==> src/rtl/fpm_pkg.sv <==
package fpm_pkg;
  parameter int EXP_W  = 8;
  parameter int FRAC_W = 23;
  localparam int WORD_W  = 1 + EXP_W + FRAC_W;
  localparam int MANT_W  = FRAC_W + 1;
  localparam int PROD_W  = 2 * MANT_W;
  localparam int ESUM_W  = EXP_W + 2;
  localparam int BIAS    = (1 << (EXP_W - 1)) - 1;
  localparam int EXP_MAX = (1 << EXP_W) - 1;

  typedef enum logic [1:0] {CLS_ZERO, CLS_NORM, CLS_INF, CLS_NAN} opcls_t;
  typedef enum logic [2:0] {K_NUM, K_ZERO, K_INF, K_NAN, K_INV} kind_t;

  typedef struct packed {
    logic              sign;
    opcls_t            cls;
    logic [EXP_W-1:0]  exp;
    logic [MANT_W-1:0] mant;
  } operand_t;

  localparam logic [WORD_W-1:0] QNAN_WORD =
    {1'b0, {EXP_W{1'b1}}, 1'b1, {(FRAC_W-1){1'b0}}};
endpackage

==> src/rtl/fpm_unpack.sv <==
module fpm_unpack
  import fpm_pkg::*;
(
  input  logic [WORD_W-1:0] word,
  output operand_t          op
);
  logic [EXP_W-1:0]  e_fld;
  logic [FRAC_W-1:0] f_fld;

  always_comb begin
    e_fld   = word[WORD_W-2 -: EXP_W];
    f_fld   = word[FRAC_W-1:0];
    op.sign = word[WORD_W-1];
    op.exp  = e_fld;
    op.mant = {1'b1, f_fld};
    if (e_fld == '0)                op.cls = CLS_ZERO;
    else if (e_fld != {EXP_W{1'b1}}) op.cls = CLS_NORM;
    else if (f_fld == '0)           op.cls = CLS_INF;
    else                            op.cls = CLS_NAN;
  end
endmodule

==> src/rtl/fpm_sigmul.sv <==
module fpm_sigmul
  import fpm_pkg::*;
(
  input  logic [MANT_W-1:0] mant_a,
  input  logic [MANT_W-1:0] mant_b,
  output logic [PROD_W-1:0] prod
);
  always_comb prod = PROD_W'(mant_a) * PROD_W'(mant_b);
endmodule

==> src/rtl/fpm_normround.sv <==
module fpm_normround
  import fpm_pkg::*;
(
  input  logic                     sign,
  input  logic signed [ESUM_W-1:0] esum,
  input  logic [PROD_W-1:0]        prod,
  output logic [WORD_W-1:0]        word,
  output logic                     ovf,
  output logic                     unf
);
  logic                     hi;
  logic [PROD_W-1:0]        aligned;
  logic [MANT_W-1:0]        kept;
  logic                     guard, sticky, bump;
  logic [MANT_W:0]          rsum;
  logic [FRAC_W-1:0]        frac;
  logic signed [ESUM_W-1:0] e_norm, e_fin;

  always_comb begin
    // step 3: normalize, product in [1,4)
    hi      = prod[PROD_W-1];
    aligned = hi ? prod : (prod << 1);
    e_norm  = hi ? (esum + ESUM_W'(1)) : esum;
    // step 4: nearest-even rounding
    kept    = aligned[PROD_W-1 -: MANT_W];
    guard   = aligned[PROD_W-1-MANT_W];
    sticky  = |aligned[PROD_W-2-MANT_W:0];
    bump    = guard & (sticky | kept[0]);
    rsum    = {1'b0, kept} + (MANT_W+1)'(bump);
    // renormalize when the round carried out
    if (rsum[MANT_W]) begin
      frac  = rsum[FRAC_W:1];
      e_fin = e_norm + ESUM_W'(1);
    end else begin
      frac  = rsum[FRAC_W-1:0];
      e_fin = e_norm;
    end
    ovf = (e_fin >= ESUM_W'(EXP_MAX));
    unf = (e_fin <= ESUM_W'(0));
    if (ovf)      word = {sign, {EXP_W{1'b1}}, {FRAC_W{1'b0}}};
    else if (unf) word = {sign, {(WORD_W-1){1'b0}}};
    else          word = {sign, e_fin[EXP_W-1:0], frac};
  end
endmodule

==> src/rtl/fpm_mul.sv <==
module fpm_mul
  import fpm_pkg::*;
(
  input  logic              clk,
  input  logic              rst_n,
  input  logic              in_valid,
  input  logic [WORD_W-1:0] in_a,
  input  logic [WORD_W-1:0] in_b,
  output logic              out_valid,
  output logic [WORD_W-1:0] out_result,
  output logic              out_ovf,
  output logic              out_unf,
  output logic              out_inv
);
  // reset: asserted asynchronously, released on a clock edge
  logic [1:0] rst_pipe;
  logic       rst_sync_n;

  always_ff @(posedge clk or negedge rst_n) begin
    if (!rst_n) rst_pipe <= '0;
    else        rst_pipe <= {rst_pipe[0], 1'b1};
  end
  assign rst_sync_n = rst_pipe[1];

  // stage 1: classify, exponent sum, significand product
  operand_t                 op_a, op_b;
  logic [PROD_W-1:0]        prod_d;
  kind_t                    kind_d;
  logic                     sign_d;
  logic signed [ESUM_W-1:0] esum_d;

  fpm_unpack u_unpack_a (.word(in_a), .op(op_a));
  fpm_unpack u_unpack_b (.word(in_b), .op(op_b));
  fpm_sigmul u_sigmul (.mant_a(op_a.mant), .mant_b(op_b.mant), .prod(prod_d));

  always_comb begin
    sign_d = op_a.sign ^ op_b.sign;
    esum_d = $signed({2'b00, op_a.exp}) + $signed({2'b00, op_b.exp})
             - ESUM_W'(BIAS);
    if (op_a.cls == CLS_NAN || op_b.cls == CLS_NAN)
      kind_d = K_NAN;
    else if ((op_a.cls == CLS_INF && op_b.cls == CLS_ZERO) ||
             (op_a.cls == CLS_ZERO && op_b.cls == CLS_INF))
      kind_d = K_INV;
    else if (op_a.cls == CLS_INF || op_b.cls == CLS_INF)
      kind_d = K_INF;
    else if (op_a.cls == CLS_ZERO || op_b.cls == CLS_ZERO)
      kind_d = K_ZERO;
    else
      kind_d = K_NUM;
  end

  logic                     s1_valid;
  kind_t                    s1_kind;
  logic                     s1_sign;
  logic signed [ESUM_W-1:0] s1_esum;
  logic [PROD_W-1:0]        s1_prod;

  always_ff @(posedge clk or negedge rst_sync_n) begin
    if (!rst_sync_n) begin
      s1_valid <= 1'b0;
      s1_kind  <= K_ZERO;
      s1_sign  <= 1'b0;
      s1_esum  <= '0;
      s1_prod  <= '0;
    end else begin
      s1_valid <= in_valid;
      if (in_valid) begin
        s1_kind <= kind_d;
        s1_sign <= sign_d;
        s1_esum <= esum_d;
        s1_prod <= prod_d;
      end
    end
  end

  // stage 2: normalize, round, exceptions
  logic [WORD_W-1:0] num_word;
  logic              num_ovf, num_unf;
  logic [WORD_W-1:0] res_d;
  logic              ovf_d, unf_d, inv_d;

  fpm_normround u_normround (
    .sign(s1_sign), .esum(s1_esum), .prod(s1_prod),
    .word(num_word), .ovf(num_ovf), .unf(num_unf)
  );

  always_comb begin
    ovf_d = 1'b0;
    unf_d = 1'b0;
    inv_d = 1'b0;
    case (s1_kind)
      K_NUM: begin
        res_d = num_word;
        ovf_d = num_ovf;
        unf_d = num_unf;
      end
      K_INF:   res_d = {s1_sign, {EXP_W{1'b1}}, {FRAC_W{1'b0}}};
      K_NAN:   res_d = QNAN_WORD;
      K_INV: begin
        res_d = QNAN_WORD;
        inv_d = 1'b1;
      end
      default: res_d = {s1_sign, {(WORD_W-1){1'b0}}};
    endcase
  end

  always_ff @(posedge clk or negedge rst_sync_n) begin
    if (!rst_sync_n) begin
      out_valid  <= 1'b0;
      out_result <= '0;
      out_ovf    <= 1'b0;
      out_unf    <= 1'b0;
      out_inv    <= 1'b0;
    end else begin
      out_valid <= s1_valid;
      if (s1_valid) begin
        out_result <= res_d;
        out_ovf    <= ovf_d;
        out_unf    <= unf_d;
        out_inv    <= inv_d;
      end
    end
  end
endmodule

==> config.mk <==
export PLATFORM = sky130hd
export DESIGN_NAME = fpm_mul
export DESIGN_NICKNAME = d
export VERILOG_FILES = /design/src/rtl/fpm_pkg.sv /design/src/rtl/fpm_unpack.sv /design/src/rtl/fpm_sigmul.sv /design/src/rtl/fpm_normround.sv /design/src/rtl/fpm_mul.sv
export SDC_FILE = /design/constraint.sdc
export NUM_CORES = 2
export LEC_CHECK = 0
export BUFFER_PORTS_ARGS = -buffer_cell sky130_fd_sc_hd__buf_2
export CORE_ASPECT_RATIO = 1.2
export CORE_MARGIN = 3
export CORE_UTILIZATION = 50
export DETAILED_ROUTE_END_ITERATION = 6
export PLACE_DENSITY = 0.67
export SKIP_CTS_REPAIR_TIMING = 1
export SLEW_MARGIN = 5
export SYNTH_ARGS = -nofsm -noshare
export SYNTH_HDL_FRONTEND = slang
export SYNTH_HIERARCHICAL = 1
export SYNTH_SLANG_ARGS = --single-unit
export TNS_END_PERCENT = 30
==> constraint.sdc <==
create_clock -name clk -period 5.9 [get_ports clk]
set_input_delay 0.295 -clock clk [delete_from_list [all_inputs] [get_ports clk]]
set_output_delay 0.295 -clock clk [all_outputs]
set_load 0.005 [all_outputs]
==> reports/results.ini <==
[drt]
remaining_drc_errors = 0
first_pass_iters = 5
drt-wirelength-per-cell_um = 18.1
routed_wl_um = 70800
viasPerCell = 5.34
vias = 20900
drtAntennaViolNets = 0
drt-initial-drc-count = 1363

[grt]
use_met3 = 0.0406
overflow = 0
grtUsageMet1 = 0.328
busiest_layer = met2
met2_usage = 0.442
grt_pass1_wl_um = 113000
first_global_vias = 22300
grt_max_degree = 79
antenna_found_initial = 1
track_usage = 0.251

[place]
hpwl_um = 58800
port_buffers = 102
gp_congestion = 0.949

[worst_setup_path]
cp-start-kind = input pin
arrival_ns = 6.65
crit_top_cell = fa_1
worstReg2RegEnd = out_result[22]$_DFFE_PN0P_
worstReg2RegStart = s1_prod[47]$_DFFE_PN0P_
cp_slowest_cell = fa_1
cp-end-kind = register
worstPathRequired_ns = 6.19
critPathKind = input pin to register
r2r_cells = 13
path_max_fanout = 6
rrSetupSlack_ns = 1.17
cpPeakStageDelay_ns = 0.55

[layout]
final_core_util = 0.589
drive_gt1_frac = 0.204
mostFrequentLayoutCells = inv_1 (582), fa_1 (460), nand2_1 (359), and2_1 (289), buf_4 (252)
nNetsFinal = 3947
area_growth_pct = 15.5
layout_commonest_cell = inv_1
n_fill_cell = 4403

[synth]
synthFlopType = dfrtp_1
ys_types = 85
syn_nets = 3759
yosysWarnings = 6
postSynth.asyncResetShare = 1.00
synth_area_mm2 = 0.0265
avgSynthCellArea_um2 = 8.78
synth_edf_count = 0
synth_seq_cells = 101
synthCells = 3017
ys_seq_area_frac = 0.0955

[sta]
holdWs_ns = 0.230
drv_slew = 0
clock-skew-final_ns = 0.00891
worst_slack_ns = -0.457
hold_viol_final = 0
relSlewSlack = 0.191
fin_crit_sh = 1.08
fin_crit_ns = 6.36
fin_setup_tns_ns = -5.61
fmax_mhz = 157
setup_violations = 22
worstMarginPinSlew_ns = 1.21
rsz0062_at_grt = yes

[floorplanning]
die_w_um = 216
die_y_um = 258
core-area_mm2 = 0.0519
dieArea_mm2 = 0.0558
start_util = 0.510
ios = 103
fp-row-count = 91

[outcome]
violations = setup timing
status = finished with violations

[clock_network]
insertion_delay_ns = 0.36
clk_pin_slew_ns = 0.07
clk_path_buf_depth = 2
cts.sinks = 101
cts_tree = done
cts_max_level = 3
cts_root_buf = clkbuf_16
cts_buffers = 9

[worst_hold_path]
hold_path_depth = 3
min-delay-start = in_a[31]
hold_end = s1_sign$_DFFE_PN0P_
hp-class = input pin to register

[run]
maxCapViolCount = 0

-- Yosys cell counts, drive strengths merged, types with 40 or more instances --
library cell  instances  area [µm²]
a21oi                77         393
and2                313        1960
buf                  90         649
clkbuf              130         493
dfrtp               100        2500
fa                  483        9670
ha                  192        2400
inv                 607        2280
mux2                 56         631
nand2               372        1400
nor2                 71         267
o21ai                84         428
xnor2                53         464
xor2                 40         350
-- worst max path at each step --
stage	from	to	slack [ns]	depth (start not counted)
2_1_floorplan	in_b[8]	s1_prod[47]$_DFFE_PN0P_	-0.73	28
3_3_place_gp	in_b[4]	s1_prod[47]$_DFFE_PN0P_	-1.04	27
3_5_place_dp	in_b[4]	s1_prod[47]$_DFFE_PN0P_	-1.10	27
4_1_cts	in_b[4]	s1_prod[47]$_DFFE_PN0P_	-0.73	27
5_1_grt	in_b[4]	s1_prod[46]$_DFFE_PN0P_	-0.61	26
6_report	in_b[3]	s1_prod[47]$_DFFE_PN0P_	-0.46	26
-- through the flow --
step	instance area (µm²)	worst slack [ns]	cells
2_1_floorplan	26800	-0.730	3017
3_3_place_gp	28800	-1.04	3858
3_5_place_dp	28800	-1.10	3858
4_1_cts	29100	-0.726	3874
5_1_grt	30600	-0.612	3907
6_report	30600	-0.457	3908
-- state kept, by name (all words and copies together) (netlist names) --
register / cells
rst_pipe: 2
out_result: 32
out_inv: 1
s1_esum: 10
s1_kind: 3
s1_prod: 48
out_valid: 1
s1_valid: 1
out_ovf: 1
out_unf: 1
s1_sign: 1
-- cells by family (layout without fill, tap and decap cells) --
| logic type | count (synthesis) | in the layout | synth area share |
|---|---|---|---|
| other | 3 | 4 | 0.000425 |
| and+or+nand+nor | 963 | 963 | 0.190 |
| adders and majority gates | 675 | 675 | 0.456 |
| xor gates and xnor gates | 93 | 93 | 0.0307 |
| DFF | 101 | 101 | 0.0955 |
| buffers and inverters | 827 | 1020 | 0.129 |
| AOI/OAI and AO/OA | 284 | 284 | 0.0692 |
| muxes | 71 | 71 | 0.0295 |
-- cell type report --
cell class / instances / area [µm²] / share of cell area
diodes: 1 / 2.50 / 0.0000818
well taps: 697 / 872 / 0.0285
clock buffers: 10 / 229 / 0.00748
multi-input cells: 2089 / 21300 / 0.696
inverters: 607 / 2280 / 0.0745
clock inverters: 6 / 70.1 / 0.00229
repair buffers: 397 / 3320 / 0.108
flip-flops and latches: 101 / 2530 / 0.0828
-- worst max-delay path: cells and delay by family --
family                     cells  cell delay (ns)
AOI/OAI and AO/OA              6             0.85
adders and majority gates      8             3.93
buffers and inverters          7             0.42
muxes                          1             0.15
and+or+nand+nor                4             0.99
-- per-layer routing --
layer  share of wire  vias up
li1                -     9581
met1            0.42    10600
met2            0.50      650
met3           0.065       91
met4           0.021        0
met5               0        -
Power is not shown: default switching activity piles up to over one toggle a cycle in this logic, so the estimate is an artifact.
